--- src/rtl/ook_bt_pkg.sv ---
package ook_bt_pkg;

  typedef enum logic [1:0] {
    MODE_IDLE = 2'd0,
    MODE_TX   = 2'd1,
    MODE_RX   = 2'd2,
    MODE_TIM  = 2'd3
  } btMode_e;

  localparam logic [1:0] ADDR_CNT  = 2'd0;
  localparam logic [1:0] ADDR_CTRL = 2'd1;
  localparam logic [1:0] ADDR_IEN  = 2'd2;
  localparam logic [1:0] ADDR_FLAG = 2'd3;

  localparam int DATA_POS = 2;

  // strobes from the control to the datapath
  typedef struct packed {
    logic cntLoad;
    logic cntDec;
    logic cntInc;
    logic cntClear;
    logic capture;
    logic keyTake;
    logic keyDrop;
    logic setBuf;
    logic setDone;
  } btStrobe_t;

endpackage

--- src/rtl/ook_bt_ctrl.sv ---
module ook_bt_ctrl
  import ook_bt_pkg::*;
(
  input  logic      clk,
  input  logic      rstN,
  input  btMode_e   mode,
  input  logic      wrCtrl,
  input  btMode_e   wrMode,
  input  logic      cntZero,
  input  logic      edgeSeen,
  output btStrobe_t strobe
);

  logic pending, pendNext;
  logic running, runNext;
  logic modeSwitch;

  assign modeSwitch = wrCtrl && (wrMode != mode);

  always_comb begin
    strobe   = '0;
    pendNext = pending;
    runNext  = running;
    if (modeSwitch) begin
      strobe.cntClear = 1'b1;
      runNext  = 1'b0;
      pendNext = 1'b0;
    end else begin
      unique case (mode)
        MODE_IDLE: begin
          runNext  = 1'b0;
          pendNext = 1'b0;
        end
        MODE_TX, MODE_TIM: begin
          if (pending && (!running || cntZero)) begin
            strobe.cntLoad = 1'b1;
            strobe.keyTake = (mode == MODE_TX);
            strobe.setBuf  = (mode == MODE_TX);
            runNext  = 1'b1;
            pendNext = 1'b0;
          end else if (running && cntZero) begin
            strobe.setDone = 1'b1;
            strobe.keyDrop = 1'b1;
            runNext = 1'b0;
          end else if (running) begin
            strobe.cntDec = 1'b1;
          end
        end
        MODE_RX: begin
          if (edgeSeen) begin
            strobe.capture = 1'b1;
            strobe.setBuf  = 1'b1;
          end else begin
            strobe.cntInc = 1'b1;
          end
        end
        default: ;
      endcase
    end
    if (mode != MODE_TX) strobe.keyDrop = 1'b1;
    if (wrCtrl && (wrMode == MODE_TX || wrMode == MODE_TIM)) pendNext = 1'b1;
  end

  always_ff @(posedge clk or negedge rstN) begin
    if (!rstN) begin
      pending <= 1'b0;
      running <= 1'b0;
    end else begin
      pending <= pendNext;
      running <= runNext;
    end
  end

endmodule

--- src/rtl/ook_bt_datapath.sv ---
module ook_bt_datapath
  import ook_bt_pkg::*;
#(
  parameter int LO_W  = 8,
  parameter int EXT_W = 2
) (
  input  logic                  clk,
  input  logic                  rstN,
  input  logic                  wrEn,
  input  logic [1:0]            addr,
  input  logic [LO_W-1:0]       wrData,
  output logic [LO_W-1:0]       rdData,
  input  logic                  pinIn,
  input  btStrobe_t             strobe,
  output btMode_e               mode,
  output logic                  wrCtrl,
  output btMode_e               wrMode,
  output logic                  cntZero,
  output logic                  edgeSeen,
  output logic                  key,
  output logic                  flagBuf,
  output logic                  flagDone,
  output logic                  ienBuf,
  output logic                  ienDone,
  output logic [LO_W+EXT_W-1:0] cntValue
);

  localparam int CNT_W = LO_W + EXT_W;
  localparam int PAD_W = LO_W - EXT_W - DATA_POS - 1;

  logic [LO_W-1:0]  cntLo;
  logic [EXT_W-1:0] cntExt;
  logic             dataBit;
  logic [CNT_W-1:0] cnt;
  logic [1:0]       syncQ;
  logic             prevQ;
  logic             wrCnt, wrIen, wrFlag;

  assign wrCtrl   = wrEn && (addr == ADDR_CTRL);
  assign wrCnt    = wrEn && (addr == ADDR_CNT);
  assign wrIen    = wrEn && (addr == ADDR_IEN);
  assign wrFlag   = wrEn && (addr == ADDR_FLAG);
  assign wrMode   = btMode_e'(wrData[1:0]);
  assign cntZero  = (cnt == '0);
  assign edgeSeen = syncQ[1] ^ prevQ;
  assign cntValue = cnt;

  // two-flop synchronizer plus edge history
  always_ff @(posedge clk or negedge rstN) begin
    if (!rstN) begin
      syncQ <= '0;
      prevQ <= 1'b0;
    end else begin
      syncQ <= {syncQ[0], pinIn};
      prevQ <= syncQ[1];
    end
  end

  always_ff @(posedge clk or negedge rstN) begin
    if (!rstN) cntLo <= '0;
    else if (strobe.capture) cntLo <= cnt[LO_W-1:0];
    else if (wrCnt) cntLo <= wrData;
  end

  always_ff @(posedge clk or negedge rstN) begin
    if (!rstN) begin
      cntExt  <= '0;
      dataBit <= 1'b0;
      mode    <= MODE_IDLE;
    end else begin
      if (wrCtrl) begin
        cntExt  <= wrData[LO_W-1 -: EXT_W];
        dataBit <= wrData[DATA_POS];
        mode    <= wrMode;
      end
      if (strobe.capture) begin
        cntExt  <= cnt[CNT_W-1 -: EXT_W];
        dataBit <= syncQ[1];
      end
    end
  end

  always_ff @(posedge clk or negedge rstN) begin
    if (!rstN) cnt <= '0;
    else if (strobe.cntClear || strobe.capture) cnt <= '0;
    else if (strobe.cntLoad) cnt <= {cntExt, cntLo};
    else if (strobe.cntDec) cnt <= cnt - 1'b1;
    else if (strobe.cntInc && (cnt != '1)) cnt <= cnt + 1'b1;
  end

  always_ff @(posedge clk or negedge rstN) begin
    if (!rstN) key <= 1'b0;
    else if (strobe.keyTake) key <= dataBit;
    else if (strobe.keyDrop) key <= 1'b0;
  end

  always_ff @(posedge clk or negedge rstN) begin
    if (!rstN) begin
      ienBuf  <= 1'b0;
      ienDone <= 1'b0;
    end else if (wrIen) begin
      ienBuf  <= wrData[0];
      ienDone <= wrData[1];
    end
  end

  always_ff @(posedge clk or negedge rstN) begin
    if (!rstN) begin
      flagBuf  <= 1'b0;
      flagDone <= 1'b0;
    end else begin
      if (wrFlag && wrData[0]) flagBuf  <= 1'b0;
      if (wrFlag && wrData[1]) flagDone <= 1'b0;
      if (strobe.setBuf)  flagBuf  <= 1'b1;
      if (strobe.setDone) flagDone <= 1'b1;
    end
  end

  always_comb begin
    unique case (addr)
      ADDR_CNT:  rdData = cntLo;
      ADDR_CTRL: rdData = {cntExt, {PAD_W{1'b0}}, dataBit, mode};
      ADDR_IEN:  rdData = {{(LO_W-2){1'b0}}, ienDone, ienBuf};
      default:   rdData = {{(LO_W-2){1'b0}}, flagDone, flagBuf};
    endcase
  end

endmodule

--- src/rtl/ook_bit_timer.sv ---
module ook_bit_timer
  import ook_bt_pkg::*;
#(
  parameter int CNT_LO_W  = 8,
  parameter int CNT_EXT_W = 2
) (
  input  logic                clk,
  input  logic                rstN,
  input  logic                wrEn,
  input  logic [1:0]          addr,
  input  logic [CNT_LO_W-1:0] wrData,
  output logic [CNT_LO_W-1:0] rdData,
  input  logic                pinIn,
  output logic                keyOut,
  output logic                irqBufEmpty,
  output logic                irqDone
);

  localparam int CNT_W = CNT_LO_W + CNT_EXT_W;

  btStrobe_t        strobe;
  btMode_e          modeQ;
  btMode_e          wrMode;
  logic             wrCtrl, cntZero, edgeSeen;
  logic             flagBuf, flagDone, ienBuf, ienDone;
  logic [CNT_W-1:0] cntValue;

  ook_bt_ctrl u_ctrl (
    .clk(clk), .rstN(rstN), .mode(modeQ), .wrCtrl(wrCtrl), .wrMode(wrMode),
    .cntZero(cntZero), .edgeSeen(edgeSeen), .strobe(strobe)
  );

  ook_bt_datapath #(.LO_W(CNT_LO_W), .EXT_W(CNT_EXT_W)) u_dp (
    .clk(clk), .rstN(rstN), .wrEn(wrEn), .addr(addr), .wrData(wrData),
    .rdData(rdData), .pinIn(pinIn), .strobe(strobe), .mode(modeQ),
    .wrCtrl(wrCtrl), .wrMode(wrMode), .cntZero(cntZero), .edgeSeen(edgeSeen),
    .key(keyOut), .flagBuf(flagBuf), .flagDone(flagDone), .ienBuf(ienBuf),
    .ienDone(ienDone), .cntValue(cntValue)
  );

  assign irqBufEmpty = flagBuf & ienBuf;
  assign irqDone     = flagDone & ienDone;

endmodule

--- config.mk ---
export PLATFORM = sky130hd
export DESIGN_NAME = ook_bit_timer
export DESIGN_NICKNAME = d
export VERILOG_FILES = /design/src/rtl/ook_bt_pkg.sv /design/src/rtl/ook_bt_ctrl.sv /design/src/rtl/ook_bt_datapath.sv /design/src/rtl/ook_bit_timer.sv
export SDC_FILE = /design/constraint.sdc
export NUM_CORES = 1
export LEC_CHECK = 0
export ABC_AREA = 1
export ABC_CLOCK_PERIOD_IN_PS = 3300
export BUFFER_PORTS_ARGS = -buffer_cell sky130_fd_sc_hd__buf_2
export CAP_MARGIN = 10
export CORE_ASPECT_RATIO = 1.2
export CORE_MARGIN = 10
export CORE_UTILIZATION = 55
export DETAILED_ROUTE_END_ITERATION = 7
export GPL_TIMING_DRIVEN = 0
export PLACE_DENSITY = 0.86
export SKIP_CTS_REPAIR_TIMING = 1
export SLEW_MARGIN = 5
export SYNTH_ARGS = -nofsm -noshare
export SYNTH_HDL_FRONTEND = slang
export SYNTH_SLANG_ARGS = --single-unit
--- constraint.sdc ---
create_clock -name clk -period 3.3 [get_ports clk]
set_input_delay 0.495 -clock clk [delete_from_list [all_inputs] [get_ports clk]]
set_output_delay 0.495 -clock clk [all_outputs]
set_load 0.02 [all_outputs]
Word-level counts from Yosys, hierarchy flattened

Index checks and enable logic that the tools add are counted.

Logic and storage cells: 105
Output and inout port bits: 11
Input bits: 14
Register bits after elaboration: 33

Bitwise operators: 3
Reductions and logical operators: 29
Add/subtract/negate cells: 2
Multiplexer cells: 44
Equality and inequality tests: 13

Operators by type and width:

| operator              | number |
|---|---|
| $mux 10               | 4 |
| $mux 1                | 28 |
| $pmux 8 s3            | 1 |
| $mux 8                | 2 |
| $logic_and 1x1->1     | 11 |
| $add 10x1->10 const B | 1 |
| $eq 2x2->1 const B    | 5 |
| $logic_not 10->1      | 1 |
| $ne 10x10->1 const B  | 1 |
| $reduce_bool 2->1     | 5 |
| $sub 10x1->10 const B | 1 |
| $mux 2                | 4 |
| $ne 4x1->1 const B    | 2 |
| $reduce_bool 4->1     | 2 |
| $eq 2x1->1 const B    | 3 |
| $pmux 1 s2            | 3 |
| $mux 5                | 1 |
| $logic_not 2->1       | 2 |
| $reduce_and 2->1      | 2 |
| $logic_or 1x1->1      | 3 |
| $mux 3                | 1 |
| $reduce_bool 3->1     | 1 |
| $and 1x1->1           | 2 |
| $ne 2x1->1 const B    | 1 |
| other kinds (4)       | 4 |

Longest topological paths before layout

Gate-level depths: netlist (run 1).

Word-level depth: 11
Depth in mapped cells: 17
Gate-level depth less buffers: 17

By module

From an unflattened synthesis (run 1), not the netlist that was laid out.

Cells, all modules: 335
Area total of the unflattened synthesis: 2341.0 um2

By module, submodules not included:

| module          | area an instance (um2) | times used | seq. area each (um2) | cells an instance |
|---|---|---|---|---|
| ook_bt_datapath | 2060.7                 | 1          | 775.7                | 283 |
| ook_bt_ctrl     | 265.3                  | 1          | 50.0                 | 48 |
| ook_bit_timer   | 15.0                   | 1          | 0.0                  | 4 |

Worst setup path after synthesis (run 1)

OpenSTA, ideal clock, no wires.

Path kind: input to register
Start point: in wrData[1]
End point: reg u_dp.cnt[5], in the netlist u_dp.cntValue[5]
Stages: 17
Path buffers: 0
Data required time: 3182 ps
Arrival: 2302 ps
Setup slack: 880 ps
Setup time: 118 ps
Cells stage by stage: inv_1 -> nand2_1 -> nand2_1 -> nand2_2 -> a21oi_4 -> nand2_1 -> inv_1 -> ha_1 -> a21oi_1 -> nand2_1 -> nand2_1 -> nand2_1 -> xor2_1 -> nand2_1 -> nand2_1 -> nand3_1 -> nand2_1

Cells in the longest elaborated chain, start to end: 6
Elaborated cells between the ends (all ways): 11
Those cells by class: 1 x eq/ne; 6 x mux; 4 x reduce/logical

Ends and longest elaborated chain:

| what                   | RTL line              | text |
|---|---|---|
| start: declaration     | ook_bit_timer.sv:11   | `input logic [CNT_LO_W-1:0] wrData,` |
| $ne 2x2->1 (*)         | ook_bt_ctrl.sv:18     | `assign modeSwitch = wrCtrl && (wrMode != mode);` |
| $logic_and 1x1->1 (*)  | ook_bt_ctrl.sv:18     |  |
| $mux 3                 | ook_bt_ctrl.sv:24     | `if (modeSwitch) begin` |
| $mux 10                | ook_bt_datapath.sv:87 | `else if (strobe.cntDec) cnt <= cnt - 1'b1;` |
| $mux 10                | ook_bt_datapath.sv:86 | `else if (strobe.cntLoad) cnt <= {cntExt, cntLo};` |
| $mux 10                | ook_bt_datapath.sv:85 | `else if (strobe.cntClear \|\| strobe.capture) cnt <= '0;` |
| end signal: assignment | ook_bt_datapath.sv:86 |  |
| end signal: assignment | ook_bt_datapath.sv:87 |  |
| end signal: assignment | ook_bt_datapath.sv:88 | `else if (strobe.cntInc && (cnt != '1)) cnt <= cnt + 1'b1;` |
| end: declaration       | ook_bt_datapath.sv:34 | `logic [CNT_W-1:0] cnt;` |

Every way passes the cells marked *; elsewhere a longest branch is shown, timed or not.
A chain may end at the register's enable or synchronous reset.

Worst setup path after layout (run 1)

Start point: reg u_dp.mode[0]
End point: reg u_dp.cnt[5], in the netlist u_dp.cntValue[5]

Cells in the longest elaborated chain, start to end: 7
Elaborated cells between the ends (all ways): 18
Those cells by class: 4 x eq/ne; 9 x mux; 5 x reduce/logical

Ends and longest elaborated chain:

| what                                     | RTL line              | text |
|---|---|---|
| start: declaration                       | ook_bt_datapath.sv:15 | `output btMode_e mode,` |
| start signal: assignment                 | ook_bt_datapath.sv:74 | `mode <= wrMode;` |
| $eq 2x2->1 or $eq 2x1->1 (tied branches) | ook_bt_ctrl.sv:29     | `unique case (mode)` |
| $reduce_or 2->1                          | ook_bt_ctrl.sv:29     |  |
| $mux 2                                   | ook_bt_ctrl.sv:29     |  |
| $mux 3                                   | ook_bt_ctrl.sv:24     |  |
| $mux 10                                  | ook_bt_datapath.sv:87 |  |
| $mux 10                                  | ook_bt_datapath.sv:86 |  |
| $mux 10                                  | ook_bt_datapath.sv:85 |  |

Several ways; a longest one is shown, not always the timed one.

==> results.yml, run 1 <==
finish:
  final_util_pct: 65.3
  fin_nets: 370
  multi_input_area_um2: 1260
  seq_area_um2: 826
  diodes: 0
  layout-drive-gt1-share_pct: 17.5
  area_delta_synth_final_pct: 14.2
  fin_cells: 402
  fillerInstances: 344
yosys:
  yosysWarnings: 0
  synth-compound-area-share_pct: 13.3
  synthMuxAreaShare_pct: 0
  syn-num-nets: 339
  synthSimpleGateAreaFrac_pct: 34.6
  synth_seq_cells: 33
  synth_cells: 316
  synth_cell_types: 32
  synthXorXnorAreaFrac_pct: 2.31
  synth_top_family_by_area: "simple AND/OR/NAND/NOR gates"
  yosysSeqAreaShare_pct: 36.3
  synth_fa_ha_area_share_pct: 5.29
  synth.avg_cell_area_um2: 7.19
  syn-cell-area_um2: 2270
critical_path:
  critPathMaxFanout: 9
  worstSetupStartpoint: "u_dp.mode[0]$_DFFE_PN0P_"
  cpMaxStageDelayCell: "dfrtp_1"
  cp-end-kind: "flop"
  ff2ff_path_depth: 17
  cp.arrival_ns: 2.94
  required_ns: 3.48
  reg2reg_slack_ns: 0.54
  rr_startpoint: "u_dp.mode[0]$_DFFE_PN0P_"
  crit_path_cell_trace: "inv_2, nand2_1, nand2_1, nand2_2, a21oi_4, nand2_1, inv_1, ha_1, a21oi_1, nand2_1, nand2_1, nand2_1, xor2_1, nand2_1, nand2_1, nand3_1, nand2_1"
  start_kind: "flop"
  crit_type: "flop to flop"
  regToRegEndpoint: "u_dp.cntValue[5]$_DFFE_PN0P_"
  slowest_delay_ns: 0.40
  cp_common_cell: "nand2_1"
placement:
  port_buffers: 24
  pre_cts_slack_ns: 0.393
  post-dp-hpwl_um: 4320
  gp_congestion: 0.894
  placed_cells: 394
detailed_routing:
  drtPass1Iterations: 5
  drt_iter0_markers: 154
  wl_per_cell_um: 13.9
  postRouteAntennaNets: 0
  via_per_inst: 5.32
  dr_total_vias: 2139
  wl_um: 5590
  remaining_drc_errors: 0
die:
  die_area_um2: 7110
  core_um2: 3970
  die_h_um: 90.4
  io_pins: 25
  fp-row-count: 25
  die_w_um: 78.7
  initial_core_util_pct: 57.2
global_route:
  grt_pass1_wl_um: 9870
  grt.overflow.total: 0
  grt_pass1_vias: 2208
  grt_use_total_pct: 16.7
  grt_max_degree: 34
  antenna_found_initial: 0
run_status:
  outcome: "finished, final reports clean"
clock_tree:
  numCtsBuffers: 5
  h-tree-depth: 2
  clk_path_buf_depth: 2
  root_buffer: "clkbuf_8"
  cts.sinks: 33
  cts.clk_slew.worst_paths_ns: 0.07
  cts_tree: "built"
  worst_skew_pair.late_latency_ns: 0.29
pwr:
  swShare_pct: 40.7
  pwr-share-seq_pct: 37.2
  combPwrFrac_pct: 38.0
  p_leak_nw: 1.39
  p_int_w: 0.00109
  max-vdd-ir-drop_uv: 344
  power_density_nw_per_um2: 711
  netSwitchingPower_w: 0.000751
  pwr-share-clk_pct: 24.8
sta:
  finalHoldViolations: 0
  slew_viol_final: 0
  tns_ns: 0
  rsz0062_at_grt: "no"
  fin_ws_ns: 0.536
  worst_slew_pin_slew_ns: 0.737
  fin_worst_skew_ns: 0.00838
  slew_headroom_pct: 50.9
  fin_crit_ns: 2.76
  fin_crit_sh_pct: 83.8
  setup-violations-final: 0
  max_freq_mhz: 362
worst_hold_path:
  min_path_type: "input pin to asynchronous set/reset pin"
flow_run:
  maxCapViolCount: 0
-- registers in the layout, indices dropped and copies added (netlist names) --
signal,flops
u_dp.ienDone,1
u_dp.ienBuf,1
u_dp.cntExt,2
u_dp.prevQ,1
u_dp.syncQ,2
u_dp.flagBuf,1
u_dp.key,1
u_ctrl.pending,1
u_dp.mode,2
u_dp.cntValue,10
u_dp.flagDone,1
u_dp.dataBit,1
u_dp.cntLo,8
u_ctrl.running,1
-- Yosys cell counts --
| cell type | instances | area (um2) |
|---|---|---|
| nand3b_1 | 1 | 7.51 |
| nand2_2 | 1 | 6.26 |
| a31oi_1 | 3 | 18.8 |
| o221ai_1 | 2 | 17.5 |
| o21bai_1 | 1 | 7.51 |
| nor2_4 | 1 | 11.3 |
| o211ai_1 | 6 | 45.0 |
| o22ai_1 | 2 | 12.5 |
| a21oi_4 | 1 | 16.3 |
| o21ai_0 | 17 | 85.1 |
| nand2_1 | 95 | 357 |
| buf_2 | 1 | 5.00 |
| nor2_2 | 3 | 18.8 |
| o21ai_1 | 3 | 15.0 |
| nor2_8 | 2 | 40.0 |
| nand4_1 | 2 | 12.5 |
| nand3_1 | 30 | 150 |
| fa_1 | 1 | 20.0 |
| nor3_1 | 3 | 15.0 |
| a21oi_1 | 8 | 40.0 |
| nand2_4 | 5 | 56.3 |
| a22o_1 | 2 | 17.5 |
| xnor2_1 | 2 | 17.5 |
| clkinv_1 | 1 | 3.75 |
| buf_6 | 1 | 11.3 |
| nor2_1 | 30 | 113 |
| o21ai_2 | 3 | 26.3 |
| xor2_1 | 4 | 35.0 |
| inv_1 | 33 | 124 |
| inv_2 | 11 | 41.3 |
| ha_1 | 8 | 100 |
| dfrtp_1 | 33 | 826 |
-- per-stage QoR --
| stage | hold WS (ns) | total power (W) | cell area, um2 |
|---|---|---|---|
| after global routing | 0.298 | 0.00198 | 2590 |
| final | 0.257 | 0.00185 | 2590 |
| after floorplan | 0.199 | 0.00119 | 2270 |
| after detailed placement | 0.346 | 0.00138 | 2460 |
| after CTS | 0.275 | 0.00185 | 2590 |
| after global placement | 0.339 | 0.00135 | 2460 |
-- routing by layer --
metal | global-route usage, % | vias to the layer above | routed length [um]
met5 | 0 | - | 0
met2 | 28.5 | 58 | 2830
met1 | 19.0 | 982 | 2290
met3 | 2.89 | 11 | 323
met4 | 8.83 | 0 | 146
li1 | - | 1088 | -
-- power groups by stage --
stage	logic, W	registers (W)	clock network (W)
2_1_floorplan	0.000550	0.000637	0
3_3_place_gp	0.000672	0.000681	0
3_5_place_dp	0.000694	0.000690	0
4_1_cts	0.000699	0.000682	0.000465
6_report	0.000701	0.000686	0.000458
5_1_grt	0.000801	0.000704	0.000479
-- layout by cell type (no fill, tap or decap), types with 4 or more instances in the layout --
| cell type | count |
|---|---|
| nand2_1 | 95 |
| inv_1 | 33 |
| dfrtp_1 | 33 |
| nor2_1 | 30 |
| nand3_1 | 30 |
| buf_2 | 25 |
| o21ai_0 | 17 |
| inv_2 | 11 |
| a21oi_1 | 8 |
| ha_1 | 8 |
| o211ai_1 | 6 |
| nand2_4 | 5 |
| clkbuf_8 | 5 |
| xor2_1 | 4 |
-- cell families (layout without fill, tap and decap cells) --
family	Yosys count	in the layout
AO/OA/AOI/OAI	48	48
buffers and inverters	47	79
flip-flops	33	33
adder cells (fa/ha/maj)	9	9
AND/OR/NAND/NOR	173	173
XOR/XNOR	6	6
-- layout make-up --
type | instances | area share [%]
repair buffers | 24 | 4.63
clock inverters | 3 | 2.51
inverters | 45 | 6.51
well taps | 54 | 2.60
plain buffers | 2 | 0.627
flip-flops and latches | 33 | 31.8
clock buffers | 5 | 2.65
multi-input cells | 236 | 48.6
-- critical path, delay by kind of cell (launching register included) --
family	cells	cell delay [ns]
flip-flops	1	0.40
buffers and inverters	2	0.42
AO/OA/AOI/OAI	2	0.47
adder cells (fa/ha/maj)	1	0.36
AND/OR/NAND/NOR	11	0.86
XOR/XNOR	1	0.16
-- how the worst max path moves through the flow --
| stage | endpoint | slack [ns] | depth (start not counted) |
|---|---|---|---|
| after floorplan | u_dp.cntValue[5]$_DFFE_PN0P_ | 0.88 | 17 |
| after global placement | u_dp.cntValue[5]$_DFFE_PN0P_ | 0.43 | 18 |
| after detailed placement | u_dp.cntValue[5]$_DFFE_PN0P_ | 0.39 | 18 |
| after CTS | u_dp.cntValue[5]$_DFFE_PN0P_ | 0.58 | 17 |
| after global routing | u_dp.cntValue[9]$_DFFE_PN0P_ | 0.18 | 16 |
| final | u_dp.cntValue[5]$_DFFE_PN0P_ | 0.54 | 17 |
Power figures use the tool's default switching activity.
==> run 2: changes to the inputs <==
--- a/config.mk
+++ b/config.mk
@@ -6,7 +6,7 @@
 export NUM_CORES = 1
 export LEC_CHECK = 0
 export ABC_AREA = 1
-export ABC_CLOCK_PERIOD_IN_PS = 3300
+export ABC_CLOCK_PERIOD_IN_PS = 2700
 export BUFFER_PORTS_ARGS = -buffer_cell sky130_fd_sc_hd__buf_2
 export CAP_MARGIN = 10
 export CORE_ASPECT_RATIO = 1.2
==> constraint.sdc (replaced) <==
create_clock -name clk -period 2.7 [get_ports clk]
set_input_delay 0.405 -clock clk [delete_from_list [all_inputs] [get_ports clk]]
set_output_delay 0.405 -clock clk [all_outputs]
set_load 0.02 [all_outputs]
==> run 2 against run 1 <==
Effect of this change: cell count rose by 3.7%; largest power group unchanged; routed wire length rose by 9.3%; largest cell class unchanged; design area rose by 7.2%; sequential cell count did not move; non-clock buffer count rose by 14; first-iteration DRC count rose by 5.8%; clock skew barely moved; critical path type unchanged.
==> results.yml, run 2 (same netlist as run 1, synthesis figures left out) <==
pwr:
  combPwrFrac_pct: 42.6
  swShare_pct: 40.7
  pwr-share-clk_pct: 23.0
  power_density_nw_per_um2: 877
  p_int_w: 0.00144
  netSwitchingPower_w: 0.000993
  p_leak_nw: 1.46
  pwr-share-seq_pct: 34.4
  max-vdd-ir-drop_uv: 516
  total_power_w: 0.00244
global_route:
  grt_max_degree: 34
  grt.overflow.total: 0
  grt_use_total_pct: 16.7
  antenna_found_initial: 0
  grt_util_met2_pct: 28.5
  met3_usage_pct: 2.89
  globalRouteMet1Util_pct: 19.0
  grt_pass1_vias: 2208
  grt_pass1_wl_um: 9870
  grt.busiest_layer: "met2"
detailed_routing:
  dr_total_vias: 2285
  drtPass1Iterations: 5
  postRouteAntennaNets: 0
  wl_um: 6110
  drt_iter0_markers: 163
  wl_per_cell_um: 14.6
  remaining_drc_errors: 0
  via_per_inst: 5.48
clock_tree:
  cts.clk_slew.worst_paths_ns: 0.08
  worst_skew_pair.late_latency_ns: 0.30
  cts.sinks: 33
  root_buffer: "clkbuf_8"
  cts_tree: "built"
  numCtsBuffers: 5
  h-tree-depth: 2
  clk_path_buf_depth: 2
die:
  initial_core_util_pct: 57.2
  die_area_um2: 7110
  die_w_um: 78.7
  fp-row-count: 25
  io_pins: 25
  die_h_um: 90.4
  core_um2: 3970
placement:
  port_buffers: 24
  gp_congestion: 0.894
  placedInstanceArea_um2: 2460
  post-dp-hpwl_um: 4320
  placed_cells: 394
finish:
  layout-drive-gt1-share_pct: 26.2
  fin_nets: 385
  final_cell_mix: "nand2_1 (94), inv_1 (32), nor2_1 (28), nand3_1 (28), dfrtp_1 (26)"
  largest_reg_flops: 10
  stdcell_area_um2: 2780
  fin_cells: 417
  diodes: 0
  area_delta_synth_final_pct: 22.4
  final_common_cell: "nand2_1"
critical_path:
  start_kind: "flop"
  cp.arrival_ns: 2.89
  slowest_delay_ns: 0.44
  required_ns: 2.93
  regToRegEndpoint: "u_dp.cntValue[6]$_DFFE_PN0P_"
  cpMaxStageDelayCell: "dfrtp_2"
  critPathMaxFanout: 5
  rr_startpoint: "u_dp.cntValue[3]$_DFFE_PN0P_"
  reg2reg_slack_ns: 0.03
  cp-end-kind: "flop"
  cp_common_cell: "nand2_1"
  crit_path_cell_trace: "nor2_1, nand3_2, nor2_2, nor2_2, nand2_4, clkinvlp_4, buf_4, fa_2, nand3_1, nand2_1, a21oi_2, xor2_1, nand2_1, nand2_1, nand3_1, nand2_1"
  crit_type: "flop to flop"
  path_buf_inv: 2
  ff2ff_path_depth: 16
  cpLargestDelayFamily: "simple AND/OR/NAND/NOR gates"
sta:
  fin_worst_skew_ns: 0.00849
  finalHoldViolations: 0
  slew_viol_final: 0
  max_freq_mhz: 375
  whs_ns: 0.172
  tns_ns: 0
  fin_crit_ns: 2.67
  worst_slew_pin_slew_ns: 0.758
  fin_crit_sh_pct: 98.7
  slew_headroom_pct: 49.5
  setup-violations-final: 0
run_status:
  outcome: "finished, final reports clean"
worst_hold_path:
  min_path_type: "input pin to asynchronous set/reset pin"
flow_run:
  maxCapViolCount: 0
-- run 2: cell type report --
class | count | area, um2
Buffer | 2 | 16.3
Clock buffer | 5 | 68.8
Clock inverter | 3 | 65.1
Fill cell | 310 | 1190
Inverter | 45 | 173
Multi-Input combinational cell | 236 | 1320
Sequential cell | 33 | 835
Tap cell | 54 | 67.6
Timing Repair Buffer | 38 | 225
Timing Repair inverter | 1 | 7.51
-- run 2: how the worst max path moves through the flow --
stage                                       startpoint                           end  slack, ns  depth (start not counted)
after detailed placement                     wrData[1]  u_dp.cntValue[5]$_DFFE_PN0P_      -0.12                         18
after global placement                       wrData[1]  u_dp.cntValue[5]$_DFFE_PN0P_      -0.08                         18
final                     u_dp.cntValue[3]$_DFFE_PN0P_  u_dp.cntValue[6]$_DFFE_PN0P_       0.03                         16
after global routing      u_dp.cntValue[3]$_DFFE_PN0P_  u_dp.cntValue[6]$_DFFE_PN0P_      -0.13                         16
after CTS                     u_dp.mode[0]$_DFFE_PN0P_  u_dp.cntValue[5]$_DFFE_PN0P_      -0.02                         17
after floorplan               u_dp.mode[0]$_DFFE_PN0P_  u_dp.cntValue[5]$_DFFE_PN0P_       0.36                         17
-- run 2: per-layer routing --
metal  wire length, um  share of wire, %  up-vias
met4               198               3.2        0
li1                  -                 -     1121
met3               386               6.3       23
met5                 0                 0        -
met2              3130                51       99
met1              2390                39     1042
-- run 2: per-stage QoR --
| stage | utilization, % | setup slack [ns] |
|---|---|---|
| floorplan | - | 0.362 |
| global placement | 61.9 | -0.0758 |
| detailed placement | 61.9 | -0.117 |
| CTS | 65.3 | -0.0156 |
| global route | 70.0 | -0.131 |
| finish | 70.0 | 0.0342 |
-- run 2: power by group through the flow --
stage / Clock [W] / Sequential (W) / Combinational, W
3_3_place_gp: 0 / 0.000833 / 0.000822
2_1_floorplan: 0 / 0.000778 / 0.000672
5_1_grt: 0.000586 / 0.000856 / 0.00116
3_5_place_dp: 0 / 0.000843 / 0.000848
6_report: 0.000560 / 0.000838 / 0.00104
4_1_cts: 0.000569 / 0.000834 / 0.000855
==> run 3: changes to the inputs <==
--- a/config.mk
+++ b/config.mk
@@ -15,7 +15,7 @@
 export DETAILED_ROUTE_END_ITERATION = 7
 export GPL_TIMING_DRIVEN = 0
 export PLACE_DENSITY = 0.86
-export SKIP_CTS_REPAIR_TIMING = 1
+export SETUP_SLACK_MARGIN = 0.2
 export SLEW_MARGIN = 5
 export SYNTH_ARGS = -nofsm -noshare
 export SYNTH_HDL_FRONTEND = slang
==> run 3 against run 2 <==
Effect of this change: global-route usage up 0.10 points; combinational power is 17% higher; utilization up 2.2 points; critical path type unchanged; power up 7.6%; sequential power rose by 0.5%; clock-buffer cell count unchanged; clock power about the same; highest routed layer unchanged.
==> results.yml, run 3 (same netlist as run 1, synthesis figures left out) <==
critical_path:
  ff2ff_path_depth: 15
  regToRegEndpoint: "u_dp.cntValue[6]$_DFFE_PN0P_"
  rr_startpoint: "u_dp.cntValue[3]$_DFFE_PN0P_"
  start_kind: "flop"
  critPathMaxFanout: 5
  cp.arrival_ns: 2.74
  cpMaxStageDelayCell: "dfrtp_2"
  required_ns: 2.93
  crit_path_cell_trace: "nor2_2, nand3_2, nor2_4, nor2_4, nand2_4, clkinvlp_4, fa_2, nand3_2, nand2_4, a21oi_2, xor2_1, nand2_1, nand2_1, nand3_2, nand2_2"
  cp-end-kind: "flop"
  reg2reg_slack_ns: 0.19
  cp_common_cell: "nand3_2"
  slowest_delay_ns: 0.45
  crit_type: "flop to flop"
detailed_routing:
  postRouteAntennaNets: 0
  wl_per_cell_um: 15.4
  wl_um: 6540
  dr_total_vias: 2370
  remaining_drc_errors: 0
  met1_length_um: 2530
  wl_met2_um: 3320
  wl_met3_um: 446
  via_per_inst: 5.59
  highest_layer: "met4"
  drtPass1Iterations: 7
  drt_iter0_markers: 251
finish:
  seq_area_um2: 836
  diodes: 0
  stdcell_area_um2: 2870
  largest_reg_flops: 10
  area_delta_synth_final_pct: 26.3
  multi_input_area_um2: 1360
  fin_nets: 392
  final_cell_mix: "nand2_1 (92), inv_1 (30), nor2_1 (27), nand3_1 (26)"
  layout-drive-gt1-share_pct: 30.0
  fillerInstances: 292
  final_common_cell: "nand2_1"
pwr:
  netSwitchingPower_w: 0.00108
  combPwrFrac_pct: 46.5
  swShare_pct: 41.1
  max-vdd-ir-drop_uv: 484
  p_int_w: 0.00154
  power_density_nw_per_um2: 914
  pwr-share-clk_pct: 21.4
  p_leak_nw: 1.50
  pwr-share-seq_pct: 32.1
sta:
  slew_headroom_pct: 50.1
  max_freq_mhz: 399
  finalHoldViolations: 0
  slew_viol_final: 0
  fin_crit_sh_pct: 92.8
  fin_crit_ns: 2.51
  rsz0062_at_grt: "yes"
  worst_slew_pin_slew_ns: 0.748
  fin_ws_ns: 0.194
  setup-violations-final: 0
  fin_worst_skew_ns: 0.00795
  tns_ns: 0
die:
  fp-row-count: 25
  die_h_um: 90.4
  initial_core_util_pct: 57.2
  core_um2: 3970
  die_area_um2: 7110
  die_w_um: 78.7
  io_pins: 25
clock_tree:
  worst_skew_pair.late_latency_ns: 0.30
  numCtsBuffers: 5
  root_buffer: "clkbuf_8"
  clk_path_buf_depth: 2
  cts_tree: "built"
  h-tree-depth: 2
  cts.sinks: 33
  cts.clk_slew.worst_paths_ns: 0.08
placement:
  placedInstanceArea_um2: 2460
  pre_cts_slack_ns: -0.117
  port_buffers: 24
  post-dp-hpwl_um: 4320
  gp_congestion: 0.894
global_route:
  grt.overflow.total: 0
  grt_pass1_vias: 2225
  grt_pass1_wl_um: 9940
  grt_max_degree: 34
  antenna_found_initial: 0
  grt_use_total_pct: 16.8
worst_hold_path:
  min_path_type: "input pin to asynchronous set/reset pin"
flow_run:
  maxCapViolCount: 0
run_status:
  outcome: "finished, final reports clean"
==> run 3: worst max-delay path, delay by kind of cell, from the launching register on <==
kind            cells  cell delay (ns)
fa+ha+maj           1             0.45
buf+inv             1             0.21
xor+xnor            1             0.15
compound gates      1             0.14
flops               1             0.45
simple gates       11             1.03
==> run 3: metrics by stage <==
stage	util (%)	std cells	hold WS [ns]	total power, W
after floorplan	-	316	0.109	0.00145
after global placement	61.9	394	0.339	0.00165
after detailed placement	61.9	394	0.346	0.00169
after CTS	65.5	403	0.185	0.00226
after global routing	72.2	424	0.208	0.00278
final	72.2	424	0.168	0.00262
==> run 3: metal layers <==
metal / GRT usage [%] / vias up
li1: - / 1135
met1: 19.1 / 1092
met2: 28.7 / 117
met3: 2.89 / 26
met4: 8.83 / 0
met5: 0 / -
==> run 3: worst max path at each step <==
stage | cells after the start | slack [ns] | endpoint | start
floorplan | 17 | 0.36 | u_dp.cntValue[5]$_DFFE_PN0P_ | u_dp.mode[0]$_DFFE_PN0P_
global placement | 18 | -0.08 | u_dp.cntValue[5]$_DFFE_PN0P_ | wrData[1]
detailed placement | 18 | -0.12 | u_dp.cntValue[5]$_DFFE_PN0P_ | wrData[1]
CTS | 16 | 0.21 | u_dp.cntValue[5]$_DFFE_PN0P_ | u_dp.cntValue[5]$_DFFE_PN0P_
global route | 16 | 0.08 | u_dp.cntValue[9]$_DFFE_PN0P_ | u_dp.cntValue[3]$_DFFE_PN0P_
finish | 15 | 0.19 | u_dp.cntValue[6]$_DFFE_PN0P_ | u_dp.cntValue[3]$_DFFE_PN0P_
==> run 3: power groups by stage <==
| stage | registers [W] | logic [W] | clock network, W |
|---|---|---|---|
| floorplan | 0.000778 | 0.000672 | 0 |
| global placement | 0.000833 | 0.000822 | 0 |
| detailed placement | 0.000843 | 0.000848 | 0 |
| CTS | 0.000835 | 0.000859 | 0.000569 |
| global route | 0.000852 | 0.00134 | 0.000586 |
| finish | 0.000842 | 0.00122 | 0.000562 |
==> run 3: cell type report <==
type                            count  area share, %
Multi-Input combinational cell    236           47.4
Sequential cell                    33           29.1
Clock buffer                        5           2.40
Clock inverter                      3           2.27
Inverter                           45           5.97
Tap cell                           54           2.35
Timing Repair Buffer               45           9.68
Buffer                              2          0.567
Timing Repair inverter              1          0.262
==> run 3: repair_timing <==
action | CTS | global route
cloned | 0 | 1
setup endpoints to repair | 7 | 7
gates resized for setup | 2 | 33
setup buffers | 1 | 20
hold buffers | 0 | 0
pin swaps | 1 | 16
